==> config.mk <==
export PLATFORM = sky130hd
export DESIGN_NAME = ext_bus_ctrl
export DESIGN_NICKNAME = d
export VERILOG_FILES = /design/src/rtl/ebc_pkg.sv /design/src/rtl/ebc_cs_decode.sv /design/src/rtl/ebc_seq.sv /design/src/rtl/ebc_lane.sv /design/src/rtl/ext_bus_ctrl.sv
export SDC_FILE = /design/constraint.sdc
export NUM_CORES = 1
export LEC_CHECK = 0
export CAP_MARGIN = 20
export CORE_MARGIN = 1.5
export CORE_UTILIZATION = 41
export DETAILED_ROUTE_END_ITERATION = 7
export PLACE_DENSITY = 0.8
export SLEW_MARGIN = 15
export SYNTH_ARGS = -nofsm -noshare
export SYNTH_HDL_FRONTEND = slang
export SYNTH_HIERARCHICAL = 1
export SYNTH_SLANG_ARGS = --single-unit
export TNS_END_PERCENT = 1
==> constraint.sdc <==
create_clock -name clk_i -period 2.3 [get_ports clk_i]
set_input_delay 0.345 -clock clk_i [delete_from_list [all_inputs] [get_ports clk_i]]
set_output_delay 0.345 -clock clk_i [all_outputs]
set_load 0.02 [all_outputs]
==> src/rtl/ebc_pkg.sv <==
package ebc_pkg;
  typedef enum logic [2:0] {
    S_IDLE  = 3'd0,
    S_ADDR  = 3'd1,
    S_STRB  = 3'd2,
    S_END   = 3'd3,
    S_HOLD  = 3'd4,
    S_RECOV = 3'd5
  } ebc_state_e;
endpackage

==> src/rtl/ebc_cs_decode.sv <==
module ebc_cs_decode #(
  parameter int NCS = 4,
  parameter int TW  = 8,
  localparam int IW = (NCS > 1) ? $clog2(NCS) : 1
) (
  input  logic [TW-1:0]     tag_i,
  input  logic [NCS*TW-1:0] base_i,
  input  logic [NCS*TW-1:0] mask_i,
  output logic              hit_o,
  output logic [IW-1:0]     idx_o,
  output logic [NCS-1:0]    sel_o
);
  logic [NCS-1:0] match;

  for (genvar g = 0; g < NCS; g++) begin : g_area
    assign match[g] = ~|((tag_i ^ base_i[g*TW +: TW]) & mask_i[g*TW +: TW]);
  end

  // lowest matching area wins
  always_comb begin
    sel_o = '0;
    idx_o = '0;
    for (int i = NCS-1; i >= 0; i--) begin
      if (match[i]) begin
        sel_o = '0;
        sel_o[i] = 1'b1;
        idx_o = IW'(i);
      end
    end
  end

  assign hit_o = |match;
endmodule

==> src/rtl/ebc_seq.sv <==
module ebc_seq
  import ebc_pkg::*;
(
  input  logic       clk_i,
  input  logic       rst_ni,
  input  logic       go_i,
  input  logic       hold_req_i,
  input  logic       rdy_i,
  input  logic       more_i,
  output ebc_state_e state_o,
  output logic       load_o,
  output logic       advance_o,
  output logic       cap_o
);
  ebc_state_e state_q, state_d;
  logic       between;

  assign between   = (state_q == S_IDLE) || (state_q == S_RECOV);
  assign load_o    = between && !hold_req_i && go_i;
  assign advance_o = (state_q == S_END) && more_i;
  assign cap_o     = (state_q == S_STRB) && rdy_i;

  always_comb begin
    state_d = state_q;
    unique case (state_q)
      S_IDLE, S_RECOV: begin
        if (hold_req_i)  state_d = S_HOLD;
        else if (go_i)   state_d = S_ADDR;
        else             state_d = S_IDLE;
      end
      S_ADDR:  state_d = S_STRB;
      S_STRB:  if (rdy_i) state_d = S_END;
      S_END:   state_d = more_i ? S_ADDR : S_IDLE;
      S_HOLD:  if (!hold_req_i) state_d = S_RECOV;
      default: state_d = S_IDLE;
    endcase
  end

  always_ff @(posedge clk_i or negedge rst_ni) begin
    if (!rst_ni) state_q <= S_IDLE;
    else         state_q <= state_d;
  end

  assign state_o = state_q;

  // grant entered only from a cycle boundary
  a_r5_hold_from_boundary: assert property (@(posedge clk_i) disable iff (!rst_ni)
    (state_q == S_HOLD && $past(state_q) != S_HOLD) |->
      ($past(state_q) == S_IDLE || $past(state_q) == S_RECOV));

  // release always passes through one recovery clock
  a_r7_recover_after_hold: assert property (@(posedge clk_i) disable iff (!rst_ni)
    ($past(state_q) == S_HOLD && state_q != S_HOLD) |-> state_q == S_RECOV);
endmodule

==> src/rtl/ebc_lane.sv <==
module ebc_lane #(
  parameter int AW  = 24,
  parameter int DW  = 16,
  parameter int NCS = 4,
  localparam int BW = DW / 2
) (
  input  logic           clk_i,
  input  logic           rst_ni,
  input  logic           load_i,
  input  logic           advance_i,
  input  logic           cap_i,
  input  logic           we_i,
  input  logic [AW-1:0]  addr_i,
  input  logic [DW-1:0]  wdata_i,
  input  logic [1:0]     be_i,
  input  logic           eff8_i,
  input  logic [NCS-1:0] cs_i,
  input  logic [DW-1:0]  ad_i,
  output logic [AW-1:0]  bus_addr_o,
  output logic [DW-1:0]  dout_o,
  output logic           rd_en_o,
  output logic           wrl_en_o,
  output logic           wrh_en_o,
  output logic           we_o,
  output logic           more_o,
  output logic [NCS-1:0] cs_o,
  output logic [DW-1:0]  rdata_o
);
  logic [AW-1:1]  addr_q;
  logic [DW-1:0]  wdata_q, rdata_q;
  logic [1:0]     be_q;
  logic           we_q, eff8_q, phase_q;
  logic [NCS-1:0] cs_q;
  logic           split, byte_sel;
  logic [BW-1:0]  bdat;

  assign split    = eff8_q && (&be_q);
  assign byte_sel = split ? phase_q : be_q[1];
  assign bdat     = byte_sel ? wdata_q[DW-1:BW] : wdata_q[BW-1:0];

  assign bus_addr_o = {addr_q, eff8_q ? byte_sel : 1'b0};
  assign dout_o     = eff8_q ? {bdat, bdat} : wdata_q;
  assign rd_en_o    = !we_q;
  assign wrl_en_o   = we_q && (eff8_q || be_q[0]);
  assign wrh_en_o   = we_q && !eff8_q && be_q[1];
  assign we_o       = we_q;
  assign more_o     = split && !phase_q;
  assign cs_o       = cs_q;
  assign rdata_o    = rdata_q;

  always_ff @(posedge clk_i or negedge rst_ni) begin
    if (!rst_ni) begin
      addr_q  <= '0;
      wdata_q <= '0;
      be_q    <= '0;
      we_q    <= 1'b0;
      eff8_q  <= 1'b0;
      cs_q    <= '0;
      phase_q <= 1'b0;
      rdata_q <= '0;
    end else if (load_i) begin
      addr_q  <= addr_i[AW-1:1];
      wdata_q <= wdata_i;
      be_q    <= be_i;
      we_q    <= we_i;
      eff8_q  <= eff8_i;
      cs_q    <= cs_i;
      phase_q <= 1'b0;
      rdata_q <= '0;
    end else begin
      if (advance_i) phase_q <= 1'b1;
      if (cap_i && !we_q) begin
        if (!eff8_q)       rdata_q <= ad_i & {{BW{be_q[1]}}, {BW{be_q[0]}}};
        else if (byte_sel) rdata_q[DW-1:BW] <= ad_i[BW-1:0];
        else               rdata_q[BW-1:0]  <= ad_i[BW-1:0];
      end
    end
  end

  // second byte only after first, only for a split request
  a_r9_split_order: assert property (@(posedge clk_i) disable iff (!rst_ni)
    advance_i |-> (split && !phase_q));

  // high write strobe never enabled on an 8-bit path
  a_r9_no_high_strobe: assert property (@(posedge clk_i) disable iff (!rst_ni)
    eff8_q |-> !wrh_en_o);
endmodule

==> src/rtl/ext_bus_ctrl.sv <==
module ext_bus_ctrl
  import ebc_pkg::*;
#(
  parameter int          AW      = 24,
  parameter int          DW      = 16,
  parameter int          NCS     = 4,
  parameter logic [23:0] INT_TOP = 24'h002000,
  localparam int TW = AW - DW,
  localparam int IW = (NCS > 1) ? $clog2(NCS) : 1
) (
  input  logic              clk_i,
  input  logic              rst_ni,
  input  logic              req_i,
  input  logic              we_i,
  input  logic [AW-1:0]     addr_i,
  input  logic [DW-1:0]     wdata_i,
  input  logic [1:0]        be_i,
  output logic              ack_o,
  output logic [DW-1:0]     rdata_o,
  input  logic              width8_i,
  input  logic [NCS-2:0]    area8_i,
  input  logic [NCS*TW-1:0] cs_base_i,
  input  logic [NCS*TW-1:0] cs_mask_i,
  input  logic              rdy_i,
  input  logic              hold_ni,
  output logic              hlda_no,
  output logic              ale_o,
  output logic              rd_no,
  output logic              wrl_no,
  output logic              wrh_no,
  output logic [NCS-1:0]    cs_no,
  output logic [TW-1:0]     a_hi_o,
  output logic [DW-1:0]     ad_o,
  input  logic [DW-1:0]     ad_i,
  output logic              ad_oe_o,
  output logic              ctl_oe_o
);
  ebc_state_e     state;
  logic           is_ext, go, load, advance, cap, more;
  logic           hit, eff8;
  logic [IW-1:0]  idx;
  logic [NCS-1:0] sel, cs_lat, narrow_v;
  logic [AW-1:0]  bus_addr;
  logic [DW-1:0]  dout;
  logic           rd_en, wrl_en, wrh_en, we_lat;
  logic           in_cyc, strb;

  assign is_ext   = addr_i >= AW'(INT_TOP);
  assign go       = req_i && is_ext;
  assign narrow_v = {area8_i, 1'b0};
  assign eff8     = width8_i || (hit && narrow_v[idx]);

  ebc_cs_decode #(.NCS(NCS), .TW(TW)) u_dec (
    .tag_i  (addr_i[AW-1:DW]),
    .base_i (cs_base_i),
    .mask_i (cs_mask_i),
    .hit_o  (hit),
    .idx_o  (idx),
    .sel_o  (sel)
  );

  ebc_seq u_seq (
    .clk_i      (clk_i),
    .rst_ni     (rst_ni),
    .go_i       (go),
    .hold_req_i (!hold_ni),
    .rdy_i      (rdy_i),
    .more_i     (more),
    .state_o    (state),
    .load_o     (load),
    .advance_o  (advance),
    .cap_o      (cap)
  );

  ebc_lane #(.AW(AW), .DW(DW), .NCS(NCS)) u_lane (
    .clk_i      (clk_i),
    .rst_ni     (rst_ni),
    .load_i     (load),
    .advance_i  (advance),
    .cap_i      (cap),
    .we_i       (we_i),
    .addr_i     (addr_i),
    .wdata_i    (wdata_i),
    .be_i       (be_i),
    .eff8_i     (eff8),
    .cs_i       (sel),
    .ad_i       (ad_i),
    .bus_addr_o (bus_addr),
    .dout_o     (dout),
    .rd_en_o    (rd_en),
    .wrl_en_o   (wrl_en),
    .wrh_en_o   (wrh_en),
    .we_o       (we_lat),
    .more_o     (more),
    .cs_o       (cs_lat),
    .rdata_o    (rdata_o)
  );

  assign strb   = (state == S_STRB);
  assign in_cyc = (state == S_ADDR) || strb || (state == S_END);

  assign ale_o    = (state == S_ADDR);
  assign rd_no    = !(strb && rd_en);
  assign wrl_no   = !(strb && wrl_en);
  assign wrh_no   = !(strb && wrh_en);
  assign cs_no    = in_cyc ? ~cs_lat : '1;
  assign a_hi_o   = bus_addr[AW-1:DW];
  assign ad_o     = ale_o ? bus_addr[DW-1:0] : dout;
  assign ad_oe_o  = ale_o || (we_lat && (strb || state == S_END));
  assign ctl_oe_o = (state != S_HOLD);
  assign hlda_no  = (state != S_HOLD);
  assign ack_o    = (state == S_END) && !more;

  // one-clock ALE leading straight into a strobe, address driven
  a_r1_ale_then_strobe: assert property (@(posedge clk_i) disable iff (!rst_ni)
    ale_o |=> (!ale_o && (!rd_no || !wrl_no || !wrh_no)));
  a_r1_addr_driven: assert property (@(posedge clk_i) disable iff (!rst_ni)
    ale_o |-> ad_oe_o);

  // read and write strobes never together
  a_r2_rd_wr_excl: assert property (@(posedge clk_i) disable iff (!rst_ni)
    !(!rd_no && (!wrl_no || !wrh_no)));

  // strobes frozen while ready low
  a_r3_wait_stretch: assert property (@(posedge clk_i) disable iff (!rst_ni)
    ((!rd_no || !wrl_no || !wrh_no) && !rdy_i) |=>
      ($stable({rd_no, wrl_no, wrh_no}) && !ale_o));

  // ack is a single pulse
  a_r4_ack_pulse: assert property (@(posedge clk_i) disable iff (!rst_ni)
    ack_o |=> !ack_o);

  // grant taken only from a strobe-free, ack-free clock
  a_r5_grant_boundary: assert property (@(posedge clk_i) disable iff (!rst_ni)
    $fell(hlda_no) |-> $past(rd_no && wrl_no && wrh_no && !ale_o && !ack_o));

  // everything released while granted
  a_r6_float: assert property (@(posedge clk_i) disable iff (!rst_ni)
    !hlda_no |-> (!ctl_oe_o && !ad_oe_o && !ack_o && !ale_o));

  // enables return with hlda, no ALE in that clock
  a_r7_release: assert property (@(posedge clk_i) disable iff (!rst_ni)
    $rose(hlda_no) |-> (ctl_oe_o && !ale_o));

  // at most one chip select
  a_r8_cs_onehot: assert property (@(posedge clk_i) disable iff (!rst_ni)
    $onehot0(~cs_no));

  // internal request alone never starts a cycle
  a_r12_internal: assert property (@(posedge clk_i) disable iff (!rst_ni)
    (state == S_IDLE && req_i && !is_ext) |=> !ale_o);
endmodule

## Yosys cells after proc, flatten, opt, wreduce, memory -nomap -nowiden

Cells that the tools add are included.
W data, S select, Z words.

| storage, ports and cells | value |
|---|---|
| register bits | 67 |
| bits of input ports | 132 |
| output and inout bits | 52 |
| logic and storage cells | 109 |

| cells by class | value |
|---|---|
| $lt $le $gt $ge | 2 |
| equality and inequality tests | 10 |
| multiplexer cells | 29 |
| bitwise operators | 10 |
| reduce and logical (&&, ||, !) cells | 48 |

Operator list:

| cell | count |
|---|---|
| $mux W16 | 5 |
| $and A8 B8 Y8 | 4 |
| $reduce_or A8 Y1 | 4 |
| $xor A8 B8 Y8 | 4 |
| $ge A24 B14 Y1 const B | 1 |
| $mux W8 | 3 |
| $mux W4 | 5 |
| $logic_and A1 B1 Y1 | 17 |
| $and A16 B16 Y16 | 1 |
| $pmux W3 S5 | 1 |
| $logic_not A1 Y1 | 11 |
| $mux W3 | 3 |
| $ne A3 B3 Y1 const B | 3 |
| $mux W2 | 4 |
| $reduce_and A2 Y1 | 4 |
| $logic_or A1 B1 Y1 | 7 |
| $mux W1 | 7 |
| $eq A3 B2 Y1 const B | 2 |
| $eq A3 B3 Y1 const B | 2 |
| $ne A2 B2 Y1 const B | 2 |
| $not A4 Y4 | 1 |
| $reduce_bool A2 Y1 | 2 |
| $reduce_or A4 Y1 | 1 |
| $eq A3 B1 Y1 const B | 1 |
| 4 further kinds | 4 |

## Depth between registers and ports, before layout

Gate-level depths: netlist (run 1).

| depth | value |
|---|---|
| word-level depth | 11 |
| depth in mapped cells | 9 |
| gate-level depth less buffers | 9 |

## Cells and area by module

Netlist (run 1), hierarchy kept.

Modules (own cells, without submodules):

| module | times used | cells an instance | area an instance (sq um) | seq. area each (sq um) |
|---|---|---|---|---|
| ebc_lane | 1 | 205 | 2743.9 | 1601.5 |
| ebc_cs_decode | 1 | 61 | 489.2 | 0.0 |
| ext_bus_ctrl | 1 | 42 | 397.9 | 0.0 |
| ebc_seq | 1 | 22 | 217.7 | 75.1 |

## Least setup slack after synthesis (run 1)

Ideal clock, no wire load.

| timing path | value |
|---|---|
| kind | reg-to-reg |
| from | reg u_seq.state_q[2], in the netlist u_seq/state_o[2] |
| to | reg u_lane/addr_q[14] in the netlist's numbering |
| setup time | 125 ps |
| arrival | 1897 ps |
| data required time | 2175 ps |
| setup slack | 279 ps |
| cell stages (with the launch flop) | 7 |
| buffers on the path | 3 |
| period minus slack after synthesis | 2021 ps |
| path through | dfrtp_1 buf_4 xor2_1 nor4b_4 buf_2 buf_2 mux2_2 |

| between the ends | value |
|---|---|
| word-level cells in the longest chain between the ends | 4 |
| elaborated cells between the ends (all ways) | 5 |
| those cells by class | eq/ne: 1; reduce/logical: 4 |

RTL lines:

| item | line | source |
|---|---|---|
| start: declaration | ebc_seq.sv:15 | `ebc_state_e state_q, state_d;` |
| start signal: assignment | ebc_seq.sv:41 | `else state_q <= state_d;` |
| $eq A3 B3 Y1 or $logic_not A3 Y1 (tied branches) | ebc_seq.sv:18 | `assign between = (state_q == S_IDLE) \|\| (state_q == S_RECOV);` |
| $logic_or A1 B1 Y1 (*) | ebc_seq.sv:18 |  |
| $logic_and A1 B1 Y1 (*) (2 in a row) | ebc_seq.sv:19 | `assign load_o = between && !hold_req_i && go_i;` |
| via load | ext_bus_ctrl.sv:39 | `logic is_ext, go, load, advance, cap, more;` |
| end signal: assignment | ebc_lane.sv:62 | `addr_q <= addr_i[AW-1:1];` |
| end: declaration | ebc_lane.sv:29 | `logic [AW-1:1] addr_q;` |

The timed path passes the listed nets; every way through them passes the cells marked *.
A chain may end at the register's enable or synchronous reset.

## Worst setup path in the final report (run 1)

| timing path | value |
|---|---|
| from | reg u_lane.phase_q |
| to | out ad_o[7] |

| between the ends | value |
|---|---|
| word-level cells in the longest chain between the ends | 4 |

RTL lines:

| item | line | source |
|---|---|---|
| start: declaration | ebc_lane.sv:32 | `logic we_q, eff8_q, phase_q;` |
| start signal: assignment | ebc_lane.sv:59 | `phase_q <= 1'b0;` |
| start signal: assignment | ebc_lane.sv:68 | `phase_q <= 1'b0;` |
| start signal: assignment | ebc_lane.sv:71 | `if (advance_i) phase_q <= 1'b1;` |
| $mux W1 | ebc_lane.sv:38 | `assign byte_sel = split ? phase_q : be_q[1];` |
| $mux W8 | ebc_lane.sv:39 | `assign bdat = byte_sel ? wdata_q[DW-1:BW] : wdata_q[BW-1:0];` |
| $mux W16 | ebc_lane.sv:42 | `assign dout_o = eff8_q ? {bdat, bdat} : wdata_q;` |
| via dout[7] | ext_bus_ctrl.sv:44 | `logic [DW-1:0] dout;` |
| $mux W16 | ext_bus_ctrl.sv:108 | `assign ad_o = ale_o ? bus_addr[DW-1:0] : dout;` |
| end: declaration | ext_bus_ctrl.sv:33 | `output logic [DW-1:0] ad_o,` |

The timed path passes the listed nets, and every way through them passes these cells.

==> run metrics, run 1 <==
Rows=35; clock period minus worst slack=2.28 ns; max cap viols=0; largest area contributor in the netlist=dfrtp_1; Post-synth ARST share=100%; Most used DFF post-synth=dfrtp_1; root buf cell=clkbuf_8; Skew-Pair Late Insertion Delay=0.33 ns; RR Startpoint=u_seq/state_o[2]; post-synth top area share=43.6%; Worst Setup SP=u_lane/phase_q; first-iteration detailed-routing DRC count=100; gate count of the mapped netlist=330; Simple-Gate Fraction of Synth Area=9.53%; top cells by area, synth=dfrtp_1, mux2_2, xor2_1; overall power=7.05 mW; # IOs=184; CTS sink cnt=67; ratio of final minimum period to clock period=99.2%; Die Span Y=99.9 um; critical-path cell list=nand2b_4 > nor2b_4 > buf_12 > mux2_1 > mux2_4 > buf_4; Crit Path Class=flip-flop to output pin; Worst EP required=1.96 ns; die footprint=0.00998 mm2; initial antenna violation count=0; vias in the first global route=3,509; leak pwr=2.65 nW; Synth Net Count=462; Routed met1 length=4880 um; DRT antenna net count=0; area grow syn2layout=59.9%; first-pass GRT wire length=17,900 um; top-count cell post-synth=dfrtp_1; Core Region=0.00915 mm2; drt wl/cell=17.5 um; Distinct cells, synth=47; Nets=669; worst min path class=primary input to async pin; CTS tree=built; met3 WL post-DR=706 um; RSZ-0062 raised after global routing=yes; largest family of logic cells by synthesized area=multiplexers; Post-Place Setup Slack=-0.508 ns; Arr. time, crit path=1.94 ns; Worst Skew=0.0114 ns; total grt overflow=0; largest net degree at the start of global routing=68; Commonest cells post-synth=dfrtp_1, mux2_2, xor2_1, a22oi_1, nand2_1; CP top delay family=multiplexers; outcome=finished, final reports clean; Max Fclk=438 MHz; crit path capture type=output pin; register area share after synthesis=43.6%; compound-cell area share of the yosys netlist=11.4%; Max stage delay on crit path=0.38 ns; register bit total from synthesis=67; HPWL after DPL=8880 um; Max Fanout on Critical Path=9; Routed WL=11,400 um; Worst slew margin=43.2%; met2 routed WL=5710 um; Vias/cell=5.15; Post-Syn Area=0.00385 mm2; Final Hold Viols=0; Synth Area in Adders=0%; die width=99.9 um; initial core utilization=42.1%; Filler cells=676; Final Max Slew Viols=0; port bufs=182; DRC violations left=0; Buf+Inv Stages, Crit Path=2; number of buffers created by CTS=9; YS warnings=6; setup ws final=0.0182 ns; hold buffer count at cts=0; XOR/XNOR Fraction of Synth Area=7.74%; Post-synth EDFFs=0; share of cells above drive strength 1=28.6%; CTS Buffer Depth=2; mean post-synth cell area=11.7 um2; post-synthesis mux area share=24.0%; DRT Pass-1 Iters=4; via count=3,360; Slew @ Worst Pin=0.852 ns; uppermost layer routed=met4; crit path launch type=flip-flop; H-Tree Level Count=3; Final Wtd Congestion=0.842; n_diodes=0; All-Layer GR Usage=23.0%; setup violators final=0; Cell Pwr Density=1150 mW/mm2; Reg clk slew, reported paths=0.08 ns; Peak supply drop=0.787 mV; Crit-path slowest cell=dfrtp_1
-- per-layer routing --
metal	track usage, %	vias to the layer above
li1	-	1614
met1	28.7	1622
met2	39.4	112
met3	5.78	12
met4	6.93	0
met5	0	-
-- timing repair --
| item | CTS | global route |
|---|---|---|
| endpoints found under the hold margin | 0 | 0 |
| setup endpoints to repair | 48 | 41 |
| setup buffers | 0 | 0 |
| resized for setup | 80 | 8 |
-- registers in the layout, summed over array words and instances, names as in the netlist --
signal and cells:
u_lane/addr_q 23, u_lane/be_q 2, u_lane/cs_o 4, u_lane/eff8_q 1, u_lane/phase_q 1, u_lane/rdata_o 16, u_lane/wdata_q 16, u_lane/we_o 1
u_seq/state_o 3
-- stage by stage --
| step | setup TNS (ns) | util [%] | std cells | hold slack, ns | cell area, um2 |
|---|---|---|---|---|---|
| 3_3_place_gp | -17.10 | 65.2 | 637 | 0.473 | 5970 |
| 2_1_floorplan | 0 | - | 330 | 0.0494 | 3850 |
| 6_report | 0 | 67.3 | 653 | 0.0887 | 6160 |
| 5_1_grt | -0.382 | 67.3 | 653 | 0.167 | 6160 |
| 4_1_cts | -0.0530 | 67.0 | 653 | 0.140 | 6130 |
| 3_5_place_dp | -19.36 | 65.2 | 637 | 0.473 | 5970 |
-- area by class of cell --
class	instances	area (um2)	area share [%]
Clock inverter	6	87.6	1.42
Multi-Input combinational cell	238	2070	33.7
Tap cell	111	139	2.26
Sequential cell	67	1680	27.2
Clock buffer	10	128	2.07
Timing Repair Buffer	215	2030	33.0
Inverter	6	22.5	0.366
-- power breakdown --
group	total (mW)	leakage (nW)	internal, mW	switching [mW]
sequential	2.03	0.839	1.71	0.322
combinational	3.95	1.70	2.12	1.83
clock	1.07	0.111	0.613	0.461
-- layout by cell type, fill, tap and decap left out, drive strengths merged, types with 3 or more instances in the layout --
cell type / n
nor2: 11
nand2: 19
a22oi: 23
dfrtp: 67
o21ai: 9
buf: 50
xor2: 33
o2bb2ai: 8
clkbuf: 10
nand4: 5
nand3: 8
dlygate4sd2: 8
inv: 7
nand2b: 4
mux2: 78
clkinv: 3
a21oi: 14
dlymetal6s2s: 3
clkdlybuf4s50: 154
-- worst paths after layout --
check	endpoint	slack, ns	depth (start not counted)
worst max-delay path	ad_o[7]	0.02	6
worst min-delay path	u_lane/rdata_o[3]	0.09	1
worst max register to register	u_lane/wdata_q[10]	0.26	6
worst min register to register	u_lane/rdata_o[11]	0.49	1
max in group asynchronous	u_lane/addr_q[16]	1.62	1
min in group clk_i	u_lane/rdata_o[11]	0.49	1
-- kinds of logic (layout without fill, tap and decap cells) --
group,after synthesis,in the layout
XOR/XNOR,34,34
flip-flops,67,67
buffers and inverters,25,237
AND/OR/NAND/NOR,63,63
multiplexers,79,79
AO/OA/AOI/OAI,62,62
(Power assumes the default switching activity.)
==> run 2, diff against run 1 <==
ABC_AREA = 1   (was unset)
CORE_UTILIZATION = 44   (was 41)
PLACE_DENSITY = 0.81   (was 0.8)
==> run metrics, run 2 <==
leak pwr=3.69 nW (was 2.65 nW); P_int=3.97 mW (was 4.44 mW); register bit total from synthesis=67 (unchanged); reg2reg setup slack=0.49 ns (was 0.26 ns); setup ws final=0.0935 ns (was 0.0182 ns); Core Region=0.00977 mm2 (was 0.00915 mm2); outcome=finished, final reports clean (unchanged); met2 routed WL=7160 um (was 5710 um); area grow syn2layout=54.4% (was 59.9%); via count=5,162 (was 3,360); Final Max Slew Viols=0 (unchanged); share of cells above drive strength 1=9.73% (was 28.6%); Synth Area in Adders=0% (unchanged); switching pwr=3.36 mW (was 2.61 mW); Distinct cells, synth=31 (was 47); DRT antenna net count=0 (unchanged); worst r2r dst=u_lane/rdata_o[13] (was u_lane/wdata_q[10]); Cell Pwr Density=1070 mW/mm2 (was 1150 mW/mm2); Max Fanout on Critical Path=7 (was 9); port bufs=182 (unchanged); Rows=36 (was 35); Post-synth EDFFs=0 (unchanged); setup TNS=0 ns (unchanged); Filler cells=866 (was 676); total grt overflow=0 (unchanged); commonest non-fill, non-tap cell in the layout=nand2_1 (was clkdlybuf4s50_1); largest family of logic cells by synthesized area=simple AND/OR/NAND/NOR gates (was multiplexers); number of buffers created by CTS=9 (unchanged); Clock power frac=11.7% (was 15.2%); Reg clk slew, reported paths=0.07 ns (was 0.08 ns); hold buffer count at cts=0 (unchanged); Die Span Y=103 um (was 99.9 um); Final Wtd Congestion=0.818 (was 0.842); die footprint=0.0107 mm2 (was 0.00998 mm2); crit path launch type=flip-flop (unchanged); uppermost layer routed=met4 (unchanged); gate count of the mapped netlist=719 (was 330); root buf cell=clkbuf_8 (unchanged); largest net degree at the start of global routing=68 (unchanged); Worst EP required=1.96 ns (about the same); n_diodes=0 (unchanged); setup violators final=0 (unchanged); Post-synth ARST share=100% (unchanged); worst min path class=primary input to async pin (unchanged); die width=103 um (was 99.9 um); clock period minus worst slack=2.21 ns (was 2.28 ns); initial core utilization=45.3% (was 42.1%); mean post-synth cell area=6.16 um2 (was 11.7 um2); Peak supply drop=0.518 mV (was 0.787 mV); Skew-Pair Late Insertion Delay=0.33 ns (about the same); first-iteration detailed-routing DRC count=202 (was 100); Arr. time, crit path=1.86 ns (was 1.94 ns); # IOs=184 (unchanged); Worst slew margin=68.4% (was 43.2%); Reg with most FFs=u_lane/addr_q (unchanged); Vias/cell=4.83 (was 5.15); largest area contributor in the netlist=dfrtp_1 (unchanged); max cap viols=0 (unchanged); Simple-Gate Fraction of Synth Area=46.6% (was 9.53%); initial antenna violation count=0 (unchanged); Switching Fraction=45.8% (was 37.0%); drt wl/cell=13.0 um (was 17.5 um); CTS sink cnt=67 (unchanged); ratio of final minimum period to clock period=95.9% (was 99.2%); DRC violations left=0 (unchanged); first-pass GRT wire length=22,000 um (was 17,900 um); Max Fclk=453 MHz (was 438 MHz); CTS Buffer Depth=2 (unchanged); Crit Path Class=flip-flop to output pin (unchanged); Post-Place Setup Slack=-0.199 ns (was -0.508 ns); HPWL after DPL=11,100 um (was 8880 um); XOR/XNOR Fraction of Synth Area=0% (was 7.74%); Final Instance Count excl. Fillers=1,068 (was 653); H-Tree Level Count=3 (unchanged); top-count cell post-synth=nand2_1 (was dfrtp_1); commonest non-fill, non-tap cells in the layout=nand2_1, clkdlybuf4s50_1, inv_1 (was clkdlybuf4s50_1, dfrtp_1, mux2_2); CTS tree=built (unchanged); vias in the first global route=5,050 (was 3,509); Flop pwr share=28.1% (was 28.8%); DRT Pass-1 Iters=4 (unchanged); Worst Skew=0.00591 ns (was 0.0114 ns); register area share after synthesis=37.9% (was 43.6%); Routed met1 length=5340 um (was 4880 um); compound-cell area share of the yosys netlist=5.17% (was 11.4%); top cells by area, synth=dfrtp_1, nand2_1, inv_1 (was dfrtp_1, mux2_2, xor2_1); post-synth top area share=37.9% (was 43.6%); Reg2Reg Depth=12 (was 6); Routed WL=13,900 um (was 11,400 um); All-Layer GR Usage=26.4% (was 23.0%); met3 WL post-DR=1030 um (was 706 um); Synth Net Count=851 (was 462); fin util=69.9% (was 67.3%); crit path capture type=output pin (unchanged); Final Hold Viols=0 (unchanged); Nets=1,062 (was 669); RR Startpoint=u_seq/state_o[2] (unchanged); Post-Syn Area=0.00443 mm2 (was 0.00385 mm2); YS warnings=6 (unchanged); Most used DFF post-synth=dfrtp_1 (unchanged); max reg flops=23 (unchanged); Inst Count DP=1,047 (was 637); Commonest cells post-synth=nand2_1, inv_1, dfrtp_1, nand3_1, nor2_1 (was dfrtp_1, mux2_2, xor2_1, a22oi_1, nand2_1); post-synthesis mux area share=0% (was 24.0%); Gate power share=60.2% (was 56.0%); Slew @ Worst Pin=0.472 ns (was 0.852 ns)
run 2: logic make-up (layout without fill, tap and decap cells):
| group | after synthesis | in the layout |
|---|---|---|
| and+or+nand+nor | 501 | 501 |
| DFF | 67 | 67 |
| buffers and inverters | 113 | 329 |
| AOI/OAI and AO/OA | 38 | 38 |
run 2: per-layer routing:
metal / global-route usage, % / vias up
met3: 6.99 / 28
met5: 0 / -
met4: 9.98 / 0
met1: 28.5 / 2321
li1: - / 2596
met2: 49.3 / 217
run 2: stage by stage:
stage | hold WS (ns) | area, um2 | total power, mW
after global routing | 0.0433 | 6840 | 7.92
after CTS | 0.0365 | 6780 | 7.30
after detailed placement | 0.400 | 6600 | 6.59
final | 0.0229 | 6840 | 7.33
after global placement | 0.391 | 6600 | 6.41
after floorplan | 0.0494 | 4430 | 4.59
run 2: area by class of cell:
class	instances	area [um2]	share of cell area (%)
Timing Repair Buffer	220	2140	31.3
Clock inverter	2	10.0	0.146
Tap cell	133	166	2.43
Inverter	93	358	5.24
Clock buffer	14	163	2.38
Sequential cell	67	1680	24.6
Multi-Input combinational cell	539	2320	34.0
run 2: how the worst max path moves through the flow:
stage | start | end | slack (ns)
6_report | u_seq/state_o[0] | ad_oe_o | 0.09
5_1_grt | addr_i[23] | u_lane/rdata_o[13] | -0.01
4_1_cts | u_lane/eff8_q | wrl_no | 0.03
3_5_place_dp | addr_i[19] | u_lane/rdata_o[2] | -0.20
3_3_place_gp | addr_i[23] | u_lane/rdata_o[0] | -0.16
2_1_floorplan | addr_i[23] | u_lane/rdata_o[0] | 0.62
run 2: critical path, stage by stage (launching register included):
cell	delay [ns]
dfrtp_2	0.45
inv_1	0.12
a21oi_4	0.20
o21a_1	0.16
clkdlybuf4s50_1	0.61
run 2: power groups by stage:
stage / registers (mW) / logic [mW] / clock network (mW)
detailed placement: 2.06 / 4.53 / 0
global route: 2.12 / 4.87 / 0.934
floorplan: 2.23 / 2.36 / 0
global placement: 2.03 / 4.38 / 0
CTS: 2.05 / 4.37 / 0.882
finish: 2.06 / 4.42 / 0.856
run 2: timing repair:
item | CTS | global route
pin swaps | 1 | 0
resized for setup | 18 | 12
endpoints found under the setup margin | 18 | 20
buffers inserted | 2 | 3
